==> src/rtl/cfg_keyport_pkg.sv <==
package cfg_keyport_pkg;

    localparam logic [7:0] IDX_LOCK    = 8'h02;
    localparam logic [7:0] IDX_LDN     = 8'h07;
    localparam logic [7:0] IDX_ID_HI   = 8'h20;
    localparam logic [7:0] IDX_ID_LO   = 8'h21;
    localparam logic [7:0] IDX_REV     = 8'h22;
    localparam logic [7:0] IDX_BASE_HI = 8'h62;
    localparam logic [7:0] IDX_BASE_LO = 8'h63;
    localparam logic [7:0] LOCK_VAL    = 8'h02;
    localparam logic [7:0] OPEN_BUS    = 8'hFF;

    typedef enum logic [2:0] {
        KS_S0   = 3'd0,
        KS_S1   = 3'd1,
        KS_S2   = 3'd2,
        KS_S3   = 3'd3,
        KS_OPEN = 3'd4
    } key_state_t;

    typedef struct packed {
        logic       idx_wr;
        logic       dat_wr;
        logic       dat_sel;
        logic [7:0] wdata;
    } cfg_bus_t;

    function automatic logic [7:0] key_at(input logic [1:0] step);
        case (step)
            2'd0:    return 8'h87;
            2'd1:    return 8'h01;
            default: return 8'h55;
        endcase
    endfunction

    function automatic key_state_t key_next(input key_state_t s);
        case (s)
            KS_S0:   return KS_S1;
            KS_S1:   return KS_S2;
            KS_S2:   return KS_S3;
            default: return KS_OPEN;
        endcase
    endfunction

endpackage

==> src/rtl/cfg_key_seq.sv <==
module cfg_key_seq
    import cfg_keyport_pkg::*;
(
    input  logic       clk,
    input  logic       rst,
    input  logic       key_wr,
    input  logic [7:0] key_byte,
    input  logic       relock,
    output logic       unlocked
);
    key_state_t st;
    logic [1:0] step;

    assign step     = st[1:0];
    assign unlocked = (st == KS_OPEN);

    always_ff @(posedge clk) begin
        if (rst) begin
            st <= KS_S0;
        end else if (st == KS_OPEN) begin
            if (relock) st <= KS_S0;
        end else if (key_wr) begin
            if (key_byte == key_at(step))
                st <= key_next(st);
            else if (key_byte == key_at(2'd0))
                st <= KS_S1;
            else
                st <= KS_S0;
        end
    end
endmodule

==> src/rtl/cfg_regs.sv <==
module cfg_regs
    import cfg_keyport_pkg::*;
#(
    parameter int          NUM_LDN       = 8,
    parameter int          GPIO_LDN      = 7,
    parameter logic [15:0] GPIO_BASE_RST = 16'h0A00
) (
    input  logic        clk,
    input  logic        rst,
    input  logic        unlocked,
    input  logic        idx_wr,
    input  logic        dat_wr,
    input  logic [7:0]  wdata,
    output logic [7:0]  cur_index,
    output logic [7:0]  cur_ldn,
    output logic [15:0] sel_base,
    output logic [15:0] gpio_base,
    output logic        relock
);
    localparam int         LDN_W     = (NUM_LDN > 1) ? $clog2(NUM_LDN) : 1;
    localparam logic [7:0] LDN_LIMIT = 8'(NUM_LDN);

    logic [15:0]      base_q [NUM_LDN];
    logic             ldn_ok;
    logic [LDN_W-1:0] ldn_slot;
    logic             open_wr;
    logic             wr_hi;
    logic             wr_lo;

    assign open_wr  = unlocked & dat_wr;
    assign ldn_ok   = (cur_ldn < LDN_LIMIT);
    assign ldn_slot = cur_ldn[LDN_W-1:0];
    assign wr_hi    = open_wr & ldn_ok & (cur_index == IDX_BASE_HI);
    assign wr_lo    = open_wr & ldn_ok & (cur_index == IDX_BASE_LO);
    assign relock   = open_wr & (cur_index == IDX_LOCK) & (wdata == LOCK_VAL);

    always_ff @(posedge clk) begin
        if (rst)
            cur_index <= 8'h00;
        else if (relock)
            cur_index <= 8'h00;
        else if (unlocked & idx_wr)
            cur_index <= wdata;
    end

    always_ff @(posedge clk) begin
        if (rst)
            cur_ldn <= 8'h00;
        else if (open_wr & (cur_index == IDX_LDN))
            cur_ldn <= wdata;
    end

    for (genvar g = 0; g < NUM_LDN; g++) begin : g_base
        localparam logic [15:0] RST_VAL = (g == GPIO_LDN) ? GPIO_BASE_RST : 16'h0000;
        logic hit;
        assign hit = (ldn_slot == LDN_W'(g));
        always_ff @(posedge clk) begin
            if (rst)
                base_q[g] <= RST_VAL;
            else if (wr_hi & hit)
                base_q[g][15:8] <= wdata;
            else if (wr_lo & hit)
                base_q[g][7:0] <= wdata;
        end
    end

    assign sel_base  = ldn_ok ? base_q[ldn_slot] : 16'h0000;
    assign gpio_base = base_q[GPIO_LDN];
endmodule

==> src/rtl/cfg_rdmux.sv <==
module cfg_rdmux
    import cfg_keyport_pkg::*;
#(
    parameter logic [15:0] CHIP_ID  = 16'hC5A3,
    parameter logic [3:0]  CHIP_REV = 4'h2
) (
    input  logic        unlocked,
    input  logic        dat_sel,
    input  logic [7:0]  cur_index,
    input  logic [7:0]  cur_ldn,
    input  logic [15:0] sel_base,
    output logic [7:0]  rdata
);
    always_comb begin
        if (!(unlocked & dat_sel)) begin
            rdata = OPEN_BUS;
        end else begin
            case (cur_index)
                IDX_LDN:     rdata = cur_ldn;
                IDX_ID_HI:   rdata = CHIP_ID[15:8];
                IDX_ID_LO:   rdata = CHIP_ID[7:0];
                IDX_REV:     rdata = {4'h0, CHIP_REV};
                IDX_BASE_HI: rdata = sel_base[15:8];
                IDX_BASE_LO: rdata = sel_base[7:0];
                default:     rdata = 8'h00;
            endcase
        end
    end
endmodule

==> src/rtl/cfg_keyport.sv <==
module cfg_keyport
    import cfg_keyport_pkg::*;
#(
    parameter int          ADDR_W        = 16,
    parameter logic [15:0] INDEX_PORT    = 16'h002E,
    parameter logic [15:0] DATA_PORT     = 16'h002F,
    parameter logic [15:0] CHIP_ID       = 16'hC5A3,
    parameter logic [3:0]  CHIP_REV      = 4'h2,
    parameter int          NUM_LDN       = 8,
    parameter int          GPIO_LDN      = 7,
    parameter logic [15:0] GPIO_BASE_RST = 16'h0A00
) (
    input  logic              clk,
    input  logic              rst,
    input  logic [ADDR_W-1:0] io_addr,
    input  logic              io_wr,
    input  logic [7:0]        io_wdata,
    output logic [7:0]        io_rdata,
    output logic              cfg_unlocked,
    output logic [7:0]        cfg_ldn,
    output logic [15:0]       gpio_base
);
    cfg_bus_t    bus;
    logic        relock;
    logic [7:0]  cur_index;
    logic [15:0] sel_base;

    always_comb begin
        bus.dat_sel = (io_addr == ADDR_W'(DATA_PORT));
        bus.idx_wr  = io_wr & (io_addr == ADDR_W'(INDEX_PORT));
        bus.dat_wr  = io_wr & bus.dat_sel;
        bus.wdata   = io_wdata;
    end

    cfg_key_seq u_key (
        .clk      (clk),
        .rst      (rst),
        .key_wr   (bus.idx_wr),
        .key_byte (bus.wdata),
        .relock   (relock),
        .unlocked (cfg_unlocked)
    );

    cfg_regs #(
        .NUM_LDN       (NUM_LDN),
        .GPIO_LDN      (GPIO_LDN),
        .GPIO_BASE_RST (GPIO_BASE_RST)
    ) u_regs (
        .clk       (clk),
        .rst       (rst),
        .unlocked  (cfg_unlocked),
        .idx_wr    (bus.idx_wr),
        .dat_wr    (bus.dat_wr),
        .wdata     (bus.wdata),
        .cur_index (cur_index),
        .cur_ldn   (cfg_ldn),
        .sel_base  (sel_base),
        .gpio_base (gpio_base),
        .relock    (relock)
    );

    cfg_rdmux #(
        .CHIP_ID  (CHIP_ID),
        .CHIP_REV (CHIP_REV)
    ) u_rd (
        .unlocked  (cfg_unlocked),
        .dat_sel   (bus.dat_sel),
        .cur_index (cur_index),
        .cur_ldn   (cfg_ldn),
        .sel_base  (sel_base),
        .rdata     (io_rdata)
    );
endmodule

==> config.mk <==
export PLATFORM = sky130hd
export DESIGN_NAME = cfg_keyport
export DESIGN_NICKNAME = d
export VERILOG_FILES = /design/src/rtl/cfg_keyport_pkg.sv /design/src/rtl/cfg_key_seq.sv /design/src/rtl/cfg_regs.sv /design/src/rtl/cfg_rdmux.sv /design/src/rtl/cfg_keyport.sv
export SDC_FILE = /design/constraint.sdc
export NUM_CORES = 1
export LEC_CHECK = 0
export ABC_AREA = 1
export BUFFER_PORTS_ARGS = -buffer_cell sky130_fd_sc_hd__buf_2
export CORE_MARGIN = 8
export CORE_UTILIZATION = 36
export CTS_BUF_LIST = sky130_fd_sc_hd__clkbuf_16
export DETAILED_ROUTE_END_ITERATION = 16
export MAX_ROUTING_LAYER = met4
export RECOVER_POWER = 50
export SETUP_SLACK_MARGIN = 0.4
export SYNTH_ARGS = -nofsm -noshare
export SYNTH_HDL_FRONTEND = slang
export SYNTH_SLANG_ARGS = --single-unit
==> constraint.sdc <==
create_clock -name clk -period 2.9 [get_ports clk]
set_input_delay 0.145 -clock clk [delete_from_list [all_inputs] [get_ports clk]]
set_output_delay 0.145 -clock clk [all_outputs]
set_load 0.05 [all_outputs]
# Word level (Yosys, flattened, before mapping)

Memory sizes are Yosys's and may differ from the RTL's. A register that Yosys moved wholly into a read port is not among the register bits.
Index checks and enable logic that the tools add are counted.

Flip-flop bits (word level): 19
RAM bits: 128
Bits of input ports: 27
Output and inout bits: 33
Word-level logic and storage cells: 167
Memories: 1

Memory list:

| memory        | depth | width | rd ports | clocked after memory_dff | write ports | RTL line       | text |
|---|---|---|---|---|---|---|---|
| u_regs.base_q | 8     | 16    | 2        | 1                        | 8           | cfg_regs.sv:23 | `logic [15:0] base_q [NUM_LDN];` |

$lt $le $gt $ge: 1
Eq/ne operators: 24
Muxes and demuxes: 89
Bitwise gates (word level): 43
Reductions and logical operators: 6

Operators with widths:

| cell                                                                  | count |
|---|---|
| 8-bit two-way mux                                                     | 20 |
| 1-bit two-way mux                                                     | 59 |
| 8-bit case mux with 6 select lines                                    | 1 |
| 16-bit by 6-bit == test with 1-bit output (second input constant)     | 2 |
| 1-bit bitwise AND                                                     | 27 |
| 8-bit by 6-bit == test with 1-bit output (second input constant)      | 3 |
| 3-bit two-way mux                                                     | 6 |
| 8-bit by 2-bit == test with 1-bit output (second input constant)      | 2 |
| 8-bit by 7-bit == test with 1-bit output (second input constant)      | 2 |
| 16-bit two-way mux                                                    | 1 |
| 1-bit OR                                                              | 16 |
| 8-bit case mux with 2 select lines                                    | 1 |
| 3-bit == test (second input constant)                                 | 5 |
| 3-bit by 2-bit == test with 1-bit output (second input constant)      | 3 |
| 3-bit case mux with 3 select lines                                    | 1 |
| 8-bit by 3-bit == test with 1-bit output (second input constant)      | 1 |
| 8-bit == test                                                         | 1 |
| 8-bit == test (second input constant)                                 | 1 |
| 8-bit by 4-bit < comparator with 1-bit output (second input constant) | 1 |
| 3-bit by 1-bit == test with 1-bit output (second input constant)      | 2 |
| 3-bit logical NOT                                                     | 2 |
| 2-bit by 1-bit == test with 1-bit output (second input constant)      | 1 |
| 2-bit logical NOT                                                     | 1 |
| 2-bit inequality test (second input constant)                         | 1 |
| 3 further kinds                                                       | 3 |

# Logic depth before layout (Yosys ltp)

Gate-level depths: netlist (run 1).

Depth in word-level cells: 11
Gate-level depth with buffers: 11
Gate-level depth less buffers: 11

# Modules after synthesis

From an unflattened synthesis (run 1), not the netlist that was laid out.

Cell total of the unflattened synthesis: 947
Area total of the unflattened synthesis: 7771.2 µm²

Modules (own cells, without submodules):

| module      | times used | cells an instance | area each (µm²) | sequential area each (µm²) |
|---|---|---|---|---|
| cfg_regs    | 1          | 776               | 6922.9          | 4224.1 |
| cfg_rdmux   | 1          | 93                | 461.7           | 0.0 |
| cfg_key_seq | 1          | 51                | 276.5           | 60.1 |
| cfg_keyport | 1          | 27                | 110.1           | 0.0 |

# Worst setup path after synthesis (run 1)

Ideal clock, no wire load.

Path type: reg-to-reg
Start point: register u_regs.cur_ldn[0]
End point: memory u_regs.base_q[7][0] (enable)
Library setup time: 384 ps
Data arrival time: 2220 ps
Data required time: 2516 ps
Setup slack: 296 ps
Cell stages (with the launch flop): 5
Path buffers: 0
Clock period less this slack: 2604 ps
Cells stage by stage: dfxtp_1 > inv_1 > nor3_1 > inv_1 > o21ai_0

RTL lines:

| what                   | RTL line       | text |
|---|---|---|
| start, declared        | cfg_regs.sv:15 | `output logic [7:0] cur_ldn,` |
| start signal, assigned | cfg_regs.sv:50 | `cur_ldn <= wdata;` |
| end, declared          | cfg_regs.sv:23 |  |

# Worst setup path after layout (run 1)

Start point: register u_regs.cur_index[0]
End point: output port io_rdata[6]

Cells in the longest elaborated chain, start to end: 3
Elaborated cells on any way between the ends: 8
Classes of those cells: eq/ne: 6; mux: 2

RTL lines:

| what                                                                   | RTL line          | text |
|---|---|---|
| start, declared                                                        | cfg_regs.sv:14    | `output logic [7:0] cur_index,` |
| start signal, assigned                                                 | cfg_regs.sv:43    | `cur_index <= wdata;` |
| 8-bit by 7-bit == test with 1-bit output, or another cell as far along | cfg_rdmux.sv:18   | `case (cur_index)` |
| 8-bit case mux with 6 select lines (*)                                 | cfg_rdmux.sv:18   |  |
| 8-bit two-way mux (*)                                                  | cfg_rdmux.sv:15   | `if (!(unlocked & dat_sel)) begin` |
| end, declared                                                          | cfg_keyport.sv:18 | `output logic [7:0] io_rdata,` |

Every way passes the cells marked *; elsewhere a longest branch is shown, timed or not.

==> tab_implementation.tex, run 1 <==
\begin{tabular}{lr}
\hline
Metric & Value \\
\hline
\multicolumn{2}{l}{\textbf{Routing}} \\
WL final & 22,300 um \\
Wire length on met3 & 1790 um \\
DR top layer & met4 \\
Detailed-router iteration count before antenna repair & 5 \\
Post-DRT Antenna Nets & 0 \\
Routed wire length on met2 & 10,200 um \\
Post-DR wirelength/cell & 18.9 um \\
DRC violation count after routing & 0 \\
M1 wire length & 9780 um \\
Iteration-0 DRC Markers & about 570 \\
Via-to-Cell Ratio & 5.24 \\
Vias after detailed routing & $\sim$6,200 \\
\multicolumn{2}{l}{\textbf{Synth}} \\
Number of different library cells in the post-synthesis netlist & 35 \\
Syn\_nets & 829 \\
Top-area cell type share of the netlist area & 0.520 \\
Cells taking the most area after synthesis & edfxtp\_1, nor2\_1, nand2\_1, dfxtp\_1, o21ai\_0 \\
Number of instances in the synthesized netlist & around 800 \\
Post-synth design cell area & $\sim$7400 um\^{}2 \\
Yosys top cell by area & edfxtp\_1 \\
Sequential-to-total area share from yosys stat & 0.579 \\
YS warnings & 0 \\
Mapped Avg Cell Area & 9.22 um\^{}2 \\
Post-synth EDFFs & 128 \\
Synth Flop Type & edfxtp\_1 \\
Number of register bits inferred by synthesis & 150 \\
Fraction of registers with async set or reset after synthesis & 0 \\
\multicolumn{2}{l}{\textbf{Worst setup path}} \\
Startpoint of the most critical register-to-register path & u\_regs.cur\_index[0]\$\_SDFFE\_PP0P\_ \\
Critical Path Sink Type & primary output \\
CP max FO & 7 \\
Kind of critical path & register to primary output \\
R2r worst-path depth & 8 \\
Kind of start point of the critical path & register \\
Data required time of the worst path & 2.76 ns \\
Worst reg2reg path endpoint & u\_regs.base\_q[2][15]\$\_SDFFCE\_PN0P\_ \\
Data arrival time of the critical path & 2.37 ns \\
Slack of the worst reg-to-reg path & roughly 0.43 ns \\
\multicolumn{2}{l}{\textbf{Clocking}} \\
Clock Pin Slew Worst Setup and Hold Paths & 0.06 ns \\
Number of sinks on the clock net & 150 \\
CTS max path bufs & 2 \\
CTS tree & yes \\
Clock latency of the later-clocked register in the worst-skew pair & 0.43 ns \\
CTS Root Buffer Type & clkbuf\_16 \\
TritonCTS buffer count & 17 \\
\# H-tree levels & 4 \\
\multicolumn{2}{l}{\textbf{Floorplanning}} \\
Floorplan row count & 52 \\
Die Span X & 159 um \\
Ports placed on the boundary & 60 \\
Placeable core region & 20,200 um\^{}2 \\
Die outline height & 159 um \\
Die ar. & roughly 25,000 um\^{}2 \\
Initial standard-cell utilization of the core & 0.366 \\
\multicolumn{2}{l}{\textbf{Run}} \\
Max-capacitance violation count & 0 \\
\multicolumn{2}{l}{\textbf{Placement}} \\
Number of port buffers & 59 \\
Placer Congestion & 0.932 \\
Placed wire-length estimate & between 15,000 and 20,000 um \\
\multicolumn{2}{l}{\textbf{Min path}} \\
Worst Hold Launch & io\_wdata[4] \\
Hold Path Sink & u\_regs.cur\_ldn[4]\$\_SDFFE\_PP0P\_ \\
Worst hold-check path type & input pin to register \\
Hold depth & 3 \\
\multicolumn{2}{l}{\textbf{Run status}} \\
Run status & completed \\
\multicolumn{2}{l}{\textbf{STA}} \\
Headroom to the max-slew limit & 0.401 \\
Tcrit/Tclk final & 0.867 \\
Time the worst path needs with I/O delays and setup & roughly 2.5 ns \\
Maximum achievable frequency & approximately 400 MHz \\
Largest clock skew in the final design & 0.0101 ns \\
Setup violators final & 0 \\
Hold Fails Final Rpt & 0 \\
Slew at the pin closest to its max-slew limit & 0.899 ns \\
RSZ-0062 raised after global routing & yes \\
Post-Route Hold Slack & between 0.01 and 0.015 ns \\
Final number of max-transition violations & 0 \\
Setup TNS & 0 ns \\
\multicolumn{2}{l}{\textbf{Power and ir drop}} \\
Pwr Density & 551 nW/um\^{}2 \\
Leak pwr & around 0.0033 uW \\
IR drop worst, VDD & 421 uV \\
\multicolumn{2}{l}{\textbf{Finish}} \\
Highest-count cells in the layout ignoring fill and taps & nor2\_1, nand2\_1, edfxtp\_1 \\
Net count, final & around 920 \\
Most common library cell in the layout ignoring fill and taps & nor2\_1 \\
Area growth from synthesis to layout & 19.1\% \\
Antenna Diode Count & 0 \\
Layout cells sized above 1 & 0.152 \\
\multicolumn{2}{l}{\textbf{GRT}} \\
Maximum number of pins on one net before global-route repair & 42 \\
Number of global-route vias before repair & 5,880 \\
First-pass GRT wire length & around 34,000 um \\
GRT overflow & 0 \\
Initial antenna violation count & 0 \\
Tot GR Track Use & 0.180 \\
\hline
\end{tabular}
-- cell type report --
| cell class | count | area, um^2 |
|---|---|---|
| inverter | 39 | 158 |
| sequential | 150 | 4290 |
| timing repair buffer | 107 | 731 |
| fill | 1974 | 11400 |
| timing repair inverter | 1 | 5.00 |
| clock inverter | 15 | 139 |
| clock buffer | 17 | 425 |
| tap | 270 | 338 |
| multi-input combinational | 578 | 2730 |
-- metrics by stage --
step / cell area, um^2 / cells / worst slack [ns] / total power, uW / utilization
final: 8810 / 1177 / 0.384 / 4860 / 0.436
after global routing: 8810 / 1177 / 0.219 / 5000 / 0.436
after CTS: 8860 / 1171 / 0.404 / 4890 / 0.438
after detailed placement: 8240 / 1137 / 0.564 / 2780 / 0.407
after global placement: 8240 / 1137 / 0.655 / 2770 / 0.407
after floorplan: 7400 / 802 / 0.310 / 2640 / -
-- report_power, final --
| group | switching [uW] | total [uW] | internal (uW) |
|---|---|---|---|
| registers | 32.9 | 2460 | 2420 |
| logic | 204 | 272 | 67.7 |
| clock network | 876 | 2130 | 1250 |
| total | 1110 | 4860 | 3740 |
-- sequential cells by signal, indices dropped and copies added (netlist names), named ones only --
name              flops
u_key.st              3
u_regs.base_q       128
u_regs.cur_index      8
u_regs.cur_ldn        8
-- cell families after synthesis --
kind of cell,count (synthesis),share of synthesized area
compound gates,129,0.0918
buf+inv,74,0.0399
flops,150,0.579
simple gates,449,0.289
-- Yosys cell counts (2+ instances only) --
library cell and instances:
clkinv_1 7, nand4_4 9, nor2_2 6, dfxtp_1 22
edfxtp_1 128, o21ai_0 80, o211ai_1 9, inv_1 27
inv_2 5, o21ai_1 4, a21oi_1 32, nor3_1 10
nand2_1 132, nor2_4 4, nor2_1 221, o221ai_1 2
buf_2 2, buf_1 2, nand3_1 38, nand4_1 7
nand3_2 2, and3_1 7, nand3_4 6, clkbuf_1 29
-- critical path, cell delays in order, from the launching register on --
cell	delay, ns
dfxtp_1	0.40
inv_1	0.26
nand3_1	0.18
nor2_1	0.27
inv_2	0.09
a21oi_1	0.14
nand2_1	0.07
nand2_1	0.11
nand2_1	0.07
nand2_1	0.11
clkbuf_4	0.24
-- what timing repair did --
| action | 4_1_cts | 5_1_grt |
|---|---|---|
| cloned | 1 | 2 |
| pin swaps | 0 | 1 |
| hold endpoints to repair | 1 | 1 |
| endpoints found under the setup margin | 7 | 16 |
| buffers inserted | 0 | 3 |
| resized for setup | 3 | 22 |
| hold buffers | 1 | 1 |
-- routing by layer --
metal  up-vias  global-route usage
li1       2917                   -
met1      2945               0.235
met2       273               0.270
met3        33              0.0411
met4         0              0.0639
met5         -                   -
-- worst max-delay path by stage --
| stage | start | endpoint | slack (ns) | cells past startpoint |
|---|---|---|---|---|
| floorplan | u_regs.cur_ldn[7]$_SDFFE_PP0P_ | u_regs.base_q[1][10]$_SDFFCE_PN0P_ | 0.31 | 8 |
| global placement | u_regs.cur_index[0]$_SDFFE_PP0P_ | u_regs.base_q[7][13]$_SDFFCE_PN0P_ | 0.65 | 7 |
| detailed placement | u_regs.cur_index[0]$_SDFFE_PP0P_ | u_regs.base_q[7][12]$_SDFFCE_PN0P_ | 0.56 | 7 |
| CTS | register | io_rdata[5] | 0.40 | 12 |
| global route | u_regs.cur_index[0]$_SDFFE_PP0P_ | io_rdata[2] | 0.22 | 10 |
| finish | u_regs.cur_index[0]$_SDFFE_PP0P_ | io_rdata[6] | 0.38 | 10 |
Note: power is estimated with default switching activity, not from simulation.
==> run 2: changes to the inputs <==
Clock period 2.9 ns to 2.3 ns, I/O delays scaled along.
==> run 2 against run 1 <==
Effect of this change: total power is 32% higher; clock-buffer cell count is 3 higher; register-to-register slack worse by 0.08 ns; non-clock buffer count is 32 higher; utilization is 6.5 points higher; sequential power is 26% higher; global-route usage is 0.79 points higher; die area stayed put; sequential share of layout area is 6.2 points lower; cell area is 15% higher; worst hold slack better by 0.0039 ns; sequential cell count stayed put; largest power group unchanged; highest routed layer unchanged.
==> tab_implementation.tex, run 2 (same netlist as run 1, synthesis figures left out) <==
\begin{tabular}{lr}
\hline
Metric & Value \\
\hline
\multicolumn{2}{l}{\textbf{Finish}} \\
Registers with the most flip-flops & u\_regs.base\_q (128), u\_regs.cur\_index (8), u\_regs.cur\_ldn (8) \\
Fin area & 10,100 um\^{}2 (+15\%) \\
Final core utilization & 0.501 (+0.0653) \\
Most common library cell in the layout ignoring fill and taps & nor2\_1 \\
Area growth from synthesis to layout & 37.0\% \\
Register bank with the most flops & u\_regs.base\_q \\
Number of flip-flops under the largest register name & 128 (unchanged) \\
Layout cells sized above 1 & 0.317 (+0.164) \\
Antenna Diode Count & 0 (unchanged) \\
Highest-count cells in the layout ignoring fill and taps & nor2\_1, edfxtp\_1, nand2\_1 \\
Net count, final & 952 (+3.4\%) \\
\multicolumn{2}{l}{\textbf{Clocking}} \\
TritonCTS buffer count & 17 (unchanged) \\
Clock latency of the later-clocked register in the worst-skew pair & 0.43 ns (about the same) \\
CTS Root Buffer Type & clkbuf\_16 \\
CTS max path bufs & 2 (unchanged) \\
Clock Pin Slew Worst Setup and Hold Paths & 0.06 ns (about the same) \\
Number of sinks on the clock net & 150 (unchanged) \\
CTS tree & yes \\
\# H-tree levels & 4 (unchanged) \\
\multicolumn{2}{l}{\textbf{Routing}} \\
Vias after detailed routing & 6,350 (+3.0\%) \\
Detailed-router iteration count before antenna repair & 5 (unchanged) \\
Post-DR wirelength/cell & 19.7 um (+4.2\%) \\
Iteration-0 DRC Markers & 652 (+15\%) \\
WL final & 23,800 um (+7.0\%) \\
Via-to-Cell Ratio & 5.26 (+0.31\%) \\
Post-DRT Antenna Nets & 0 (unchanged) \\
DRC violation count after routing & 0 (unchanged) \\
\multicolumn{2}{l}{\textbf{Floorplanning}} \\
Placeable core region & 20,200 um\^{}2 (unchanged) \\
Ports placed on the boundary & 60 (unchanged) \\
Initial standard-cell utilization of the core & 0.366 (unchanged) \\
Die outline height & 159 um (unchanged) \\
Die Span X & 159 um (unchanged) \\
Floorplan row count & 52 (unchanged) \\
Die ar. & 25,400 um\^{}2 (unchanged) \\
\multicolumn{2}{l}{\textbf{Placement}} \\
Placer Congestion & 0.927 (-0.62\%) \\
Placed wire-length estimate & 15,400 um (+1.9\%) \\
Cell area after placement & 8480 um\^{}2 (+2.9\%) \\
Number of port buffers & 59 (unchanged) \\
\multicolumn{2}{l}{\textbf{GRT}} \\
Busiest metal layer after global routing & met2 \\
Tot GR Track Use & 0.188 (+0.00793) \\
Maximum number of pins on one net before global-route repair & 26 (-38\%) \\
Global routing usage on met2 & 0.288 (+0.0181) \\
Met3 track demand over resource & 0.0321 (-0.00905) \\
GRT overflow & 0 (unchanged) \\
Number of global-route vias before repair & 6,100 (+3.7\%) \\
Initial antenna violation count & 0 (unchanged) \\
Met1 layer usage reported by global route & 0.247 (+0.0117) \\
First-pass GRT wire length & 35,800 um (+4.8\%) \\
\multicolumn{2}{l}{\textbf{STA}} \\
Slew at the pin closest to its max-slew limit & 0.634 ns (-0.265 ns) \\
RSZ-0062 raised after global routing & yes \\
Final number of max-transition violations & 0 (unchanged) \\
Maximum achievable frequency & about 440 MHz \\
Time the worst path needs with I/O delays and setup & 2.26 ns \\
Hold Fails Final Rpt & 0 (unchanged) \\
Largest clock skew in the final design & 0.0107 ns (+0.000642 ns) \\
Post-Route Hold Slack & 0.0146 ns (+0.00392 ns) \\
Tcrit/Tclk final & 0.983 \\
Setup violators final & 0 (unchanged) \\
Headroom to the max-slew limit & 0.579 (+0.178) \\
\multicolumn{2}{l}{\textbf{Worst setup path}} \\
CP max FO & 6 (-1) \\
Kind of critical path & register to primary output \\
Slack of the worst reg-to-reg path & 0.35 ns (-0.08 ns) \\
Kind of start point of the critical path & register \\
Startpoint of the most critical register-to-register path & u\_key.st[0]\$\_SDFFE\_PP0P\_ \\
Critical Path Sink Type & primary output \\
Data arrival time of the critical path & 2.15 ns (-0.22 ns) \\
Data required time of the worst path & 2.18 ns (-0.58 ns) \\
\multicolumn{2}{l}{\textbf{Min path}} \\
Worst hold-check path type & input pin to register \\
Worst Hold Launch & io\_wdata[7] \\
\multicolumn{2}{l}{\textbf{Power and ir drop}} \\
IR drop worst, VDD & 548 uV (+30\%) \\
Pwr Density & 633 nW/um\^{}2 (+15\%) \\
Power after layout & 6420 uW (+32\%) \\
Leak pwr & 0.00375 uW (+13\%) \\
\multicolumn{2}{l}{\textbf{Run status}} \\
Run status & completed \\
\multicolumn{2}{l}{\textbf{Run}} \\
Max-capacitance violation count & 0 (unchanged) \\
\hline
\end{tabular}
-- run 2: cell count changes in the layout (fill, tap and decap cells not counted), moves of 9 or more --
cell / delta
nand2_1: -26
nand3_1: -19
nand2_2: +21
dfxtp_1: -10
a21oi_2: +10
o21ai_0: -29
dfxtp_2: +9
o21ai_4: +17
nor2_1: -14
nor2_2: +9
buf_12: +11
a21oi_1: -10
nand3_2: +11
o21ai_2: +11
-- run 2: path summary, 6_finish.rpt --
path	endpoint	cells after the start
max	io_rdata[5]	12
min	u_regs.cur_index[7]$_SDFFE_PP0P_	3
max reg2reg	u_regs.base_q[1][9]$_SDFFCE_PN0P_	8
min reg2reg	u_regs.cur_index[7]$_SDFFE_PP0P_	2
-- run 2: what timing repair did --
item	in CTS	in global routing
hold buffers	7	0
cloned	3	3
buffers inserted	17	10
pin swaps	39	24
resized for setup	120	60
endpoints found under the setup margin	264	267
hold endpoints to repair	11	0
-- run 2: cell type report --
cell class,count,area (um^2)
clock buffer,20,500
clock inverter,12,123
fill,1790,10100
inverter,39,181
multi-input combinational,578,3390
sequential,150,4300
tap,270,338
timing repair buffer,139,1300
-- run 2: worst max-delay path, cell delays in order, from the launching register on --
cell     delay (ns)
dfxtp_4        0.43
inv_8          0.10
buf_12         0.13
buf_12         0.14
nand2_4        0.05
nand3_2        0.05
nand2_2        0.08
a21oi_2        0.17
o21ai_2        0.09
nand2_1        0.12
nand2_1        0.08
nand2_1        0.09
buf_6          0.16
-- run 2: power breakdown --
part,internal (uW),switching (uW)
sequential,3050,42.9
clock,1780,1140
combinational,111,283
-- run 2: per-stage QoR --
step	std cells	setup TNS (ns)	setup slack (ns)
after global routing	1208	-0.0531	-0.0290
after global placement	1136	0	0.217
after detailed placement	1136	0	0.0987
after CTS	1195	0	0.0921
after floorplan	802	0	0.335
final	1208	0	0.0385
-- run 2: layer usage --
| metal | routed length [um] | up-vias |
|---|---|---|
| met1 | 10600 | 3044 |
| met3 | 1500 | 40 |
| met2 | 11100 | 276 |
| met4 | 615 | 0 |
| met5 | 0 | - |
| li1 | - | 2990 |
==> run 3: changes to the inputs <==
Settings changed: ABC_AREA 1 to default.
==> run 3 against run 2 <==
Effect of this change: the flow now finishes with violations (setup timing); non-clock buffer count is 25 higher; register-to-register slack worse by 0.72 ns; first-iteration DRC count is 53% lower; global-route usage is 0.83 points lower; utilization is 0.64 points higher; synthesized area is 1.4% lower; wire length is 12% lower; combinational power is 4% lower; cell area is 0.30% higher; sequential power hardly changed; critical endpoint is now io_rdata[7]; highest routed layer unchanged.
==> tab_implementation.tex, run 3 <==
\begin{tabular}{lr}
\hline
Metric & Value \\
\hline
\multicolumn{2}{l}{\textbf{Run status}} \\
Run status & complete, but fails checks \\
Failing checks & setup timing \\
\multicolumn{2}{l}{\textbf{Power and ir drop}} \\
IR drop worst, VDD & 469 uV (-14\%) \\
Int Pwr & 5010 uW (+1.2\%) \\
Net switching power & 1420 uW (-3.6\%) \\
Logic gate share of total power & 0.059 (-0.002) \\
Switching portion of total power & 0.220 (-0.00849) \\
Pwr Density & 632 nW/um\^{}2 (-0.20\%) \\
Sequential group share of total power & 0.483 (about the same) \\
Leak pwr & 0.00365 uW (-2.7\%) \\
Clk pwr share & 0.459 (+0.003) \\
\multicolumn{2}{l}{\textbf{STA}} \\
Slew at the pin closest to its max-slew limit & 0.700 ns (+0.0668 ns) \\
Setup violators final & 160 (+160) \\
RSZ-0062 raised after global routing & yes \\
Tcrit/Tclk final & 1.17 (+0.187) \\
Post-Route Hold Slack & 0.0537 ns (+0.0391 ns) \\
Time the worst path needs with I/O delays and setup & 2.69 ns (+0.430 ns) \\
Largest clock skew in the final design & 0.00598 ns (-0.00475 ns) \\
Maximum achievable frequency & 372 MHz (-16\%) \\
Smallest setup slack after layout & -0.391 ns (-0.430 ns) \\
Headroom to the max-slew limit & 0.535 (-0.0443) \\
Hold Fails Final Rpt & 0 (unchanged) \\
Final number of max-transition violations & 0 (unchanged) \\
\multicolumn{2}{l}{\textbf{Synth}} \\
Most instantiated cells after synthesis & edfxtp\_1, and2\_1, mux4\_2 \\
Syn\_nets & 563 (-32\%) \\
Cells taking the most area after synthesis & edfxtp\_1, and2\_1, mux4\_2, dfxtp\_1, mux2i\_1 \\
Number of instances in the synthesized netlist & 536 (-33\%) \\
Synth Flop Type & edfxtp\_1 \\
YS warnings & 0 (unchanged) \\
Sequential-to-total area share from yosys stat & 0.588 (+0.00845) \\
Fraction of registers with async set or reset after synthesis & 0 (unchanged) \\
Yosys top cell by area & edfxtp\_1 \\
Number of different library cells in the post-synthesis netlist & 48 (+37\%) \\
Mapped Avg Cell Area & 13.6 um\^{}2 (+47\%) \\
Cell with the most instances after synthesis & edfxtp\_1 \\
Post-synth design cell area & 7290 um\^{}2 (-1.4\%) \\
Number of register bits inferred by synthesis & 150 (unchanged) \\
Top-area cell type share of the netlist area & 0.527 (+0.00758) \\
Post-synth EDFFs & 128 (unchanged) \\
\multicolumn{2}{l}{\textbf{Floorplanning}} \\
Die ar. & 25,100 um\^{}2 (-1.3\%) \\
Floorplan row count & 52 (unchanged) \\
Die outline height & 158 um (-0.65\%) \\
Ports placed on the boundary & 60 (unchanged) \\
Initial standard-cell utilization of the core & 0.364 (-0.00175) \\
Die Span X & 158 um (-0.65\%) \\
Placeable core region & 20,000 um\^{}2 (-0.96\%) \\
\multicolumn{2}{l}{\textbf{Worst setup path}} \\
Family of cells with the greatest summed delay on the critical path & multiplexers \\
Kind of start point of the critical path & register \\
Stages on worst setup path & 8 (-4) \\
Data required time of the worst path & 2.18 ns (about the same) \\
CP max FO & 5 (-1) \\
Critical path, cell by cell & buf\_12, buf\_8, buf\_16, mux4\_2, mux4\_2, nand3\_4, nand3\_4, buf\_8 \\
Critical Path Sink Type & primary output \\
Startpoint of the most critical register-to-register path & u\_regs.cur\_index[7]\$\_SDFFE\_PP0P\_ \\
Kind of critical path & register to primary output \\
Slowest cell on crit path & mux4\_2 \\
Largest stage delay on the critical path & 0.53 ns (+0.10 ns) \\
Worst reg2reg path endpoint & u\_regs.base\_q[0][4]\$\_SDFFCE\_PN0P\_ \\
Critical path buffer and inverter count & 4 (unchanged) \\
Data arrival time of the critical path & 2.58 ns (+0.43 ns) \\
Slack of the worst reg-to-reg path & -0.37 ns (-0.72 ns) \\
R2r worst-path depth & 5 (-3) \\
\multicolumn{2}{l}{\textbf{Placement}} \\
Number of port buffers & 59 (unchanged) \\
Total placed cells including tap cells & 897 (-21\%) \\
Placer Congestion & 0.882 (-4.8\%) \\
Cell area after placement & 8650 um\^{}2 (+2.0\%) \\
Placed wire-length estimate & 14,500 um (-6.1\%) \\
\multicolumn{2}{l}{\textbf{Clocking}} \\
CTS max path bufs & 2 (unchanged) \\
Clock latency of the later-clocked register in the worst-skew pair & 0.42 ns (about the same) \\
CTS tree & yes \\
CTS Root Buffer Type & clkbuf\_16 \\
TritonCTS buffer count & 17 (unchanged) \\
Number of sinks on the clock net & 150 (unchanged) \\
Clock Pin Slew Worst Setup and Hold Paths & 0.06 ns (about the same) \\
\# H-tree levels & 4 (unchanged) \\
\multicolumn{2}{l}{\textbf{Routing}} \\
Post-DR wirelength/cell & 21.8 um (+10\%) \\
DRC violation count after routing & 0 (unchanged) \\
WL final & 21,000 um (-12\%) \\
Vias after detailed routing & 5,099 (-20\%) \\
Via-to-Cell Ratio & 5.29 (+0.62\%) \\
Iteration-0 DRC Markers & 309 (-53\%) \\
Detailed-router iteration count before antenna repair & 4 (-1) \\
Post-DRT Antenna Nets & 0 (unchanged) \\
\multicolumn{2}{l}{\textbf{Finish}} \\
Antenna Diode Count & 0 (unchanged) \\
Area growth from synthesis to layout & 39.4\% \\
Most common library cell in the layout ignoring fill and taps & edfxtp\_1 \\
Fin area & 10,200 um\^{}2 (+0.30\%) \\
Number of flip-flops under the largest register name & 128 (unchanged) \\
Registers with the most flip-flops & u\_regs.base\_q (128), u\_regs.cur\_index (8), u\_regs.cur\_ldn (8) \\
Highest-count cells in the layout ignoring fill and taps & edfxtp\_1, and2\_1, buf\_4 \\
Register bank with the most flops & u\_regs.base\_q \\
Layout cells sized above 1 & 0.460 (+0.143) \\
Post-route insts no fill & 964 (-20\%) \\
Net count, final & 708 (-26\%) \\
Filler Cell Count & 1,785 (-0.28\%) \\
\multicolumn{2}{l}{\textbf{GRT}} \\
Met1 layer usage reported by global route & 0.222 (-0.0250) \\
Busiest metal layer after global routing & met2 \\
Met3 track demand over resource & 0.0288 (-0.00328) \\
Initial antenna violation count & 0 (unchanged) \\
Maximum number of pins on one net before global-route repair & 33 (+27\%) \\
Global routing usage on met2 & 0.294 (+0.00572) \\
Tot GR Track Use & 0.180 (-0.00826) \\
Number of global-route vias before repair & 5,326 (-13\%) \\
GRT overflow & 0 (unchanged) \\
First-pass GRT wire length & 31,800 um (-11\%) \\
\multicolumn{2}{l}{\textbf{Min path}} \\
Worst hold-check path type & input pin to register \\
Worst Hold Launch & rst \\
Hold depth & 2 (-1) \\
\multicolumn{2}{l}{\textbf{Run}} \\
Max-capacitance violation count & 0 (unchanged) \\
\hline
\end{tabular}
[run 3: cell types whose count changed in the layout (fill, tap and decap cells not counted), moves of 17 or more]
| cell | delta |
|---|---|
| inv_1 | -24 |
| and2_1 | +91 |
| buf_6 | +20 |
| a21oi_1 | -17 |
| mux4_2 | +35 |
| o21ai_0 | -42 |
| mux2i_1 | +18 |
| o21ai_4 | -17 |
| nor2_1 | -188 |
| and2_4 | +32 |
| nand2_1 | -99 |
| nand2_2 | -18 |
| nand3_1 | -21 |
[run 3: kinds of logic after synthesis]
group / Yosys count / share of synthesized area
xor+xnor: 2 / 0.00240
mux: 61 / 0.144
fa+ha+maj: 1 / 0.00137
buf+inv: 42 / 0.0228
compound gates: 38 / 0.0384
simple gates: 242 / 0.204
flops: 150 / 0.588
[run 3: what timing repair did]
| item | 4_1_cts | 5_1_grt |
|---|---|---|
| setup buffers | 14 | 17 |
| pin swaps | 24 | 25 |
| hold buffers | 0 | 0 |
| gates resized for setup | 86 | 89 |
| gates cloned | 3 | 1 |
| hold endpoints to repair | 0 | 0 |
| setup endpoints to repair | 284 | 285 |
[run 3: worst register-to-register path, stage by stage, from the launching register on]
cell and delay [ns]:
dfxtp_2 0.32, nand4bb_4 0.22, or4_4 0.44, or4b_4 0.56
or4_4 0.51, o21bai_4 0.29
[run 3: power groups by stage]
stage	Sequential [uW]	Clock (uW)	Combinational, uW
detailed placement	3160	0	357
CTS	3100	2980	375
global route	3110	3100	394
floorplan	3180	0	150
global placement	3150	0	351
finish	3100	2950	377
[run 3: worst max-delay path by stage]
stage	startpoint	end	slack (ns)
after floorplan	u_regs.cur_index[4]$_SDFFE_PP0P_	u_regs.base_q[2][0]$_SDFFCE_PN0P_	-0.58
after global placement	u_regs.cur_index[4]$_SDFFE_PP0P_	u_regs.base_q[2][5]$_SDFFCE_PN0P_	-0.39
after detailed placement	u_regs.cur_index[4]$_SDFFE_PP0P_	u_regs.base_q[2][5]$_SDFFCE_PN0P_	-0.49
after CTS	u_regs.cur_index[7]$_SDFFE_PP0P_	u_regs.base_q[0][4]$_SDFFCE_PN0P_	-0.45
after global routing	register	io_rdata[4]	-0.48
final	register	io_rdata[7]	-0.39
[run 3: layout make-up]
type | count | area [um^2] | share of cell area
Inverter | 4 | 18.8 | 0.00185
Multi-Input combinational cell | 344 | 3470 | 0.341
Clock inverter | 15 | 201 | 0.0198
Sequential cell | 150 | 4300 | 0.423
Tap cell | 270 | 338 | 0.0332
Timing Repair Buffer | 164 | 1410 | 0.139
Clock buffer | 17 | 425 | 0.0419
[run 3: metrics by stage]
step | util | power, uW | setup WS [ns] | TNS (ns)
final | 0.507 | 6430 | -0.391 | -35.08
after global routing | 0.507 | 6600 | -0.483 | -47.71
after CTS | 0.491 | 6450 | -0.453 | -30.42
after detailed placement | 0.432 | 3520 | -0.490 | -39.19
after global placement | 0.432 | 3510 | -0.391 | -25.94
after floorplan | - | 3330 | -0.580 | -31.95
[run 3: metal layers]
layer,up-vias,share of wire,wire [um]
met2,186,0.51,10700
met4,0,0.015,323
li1,2303,-,-
met5,-,0,0
met1,2585,0.42,8910
met3,25,0.051,1070
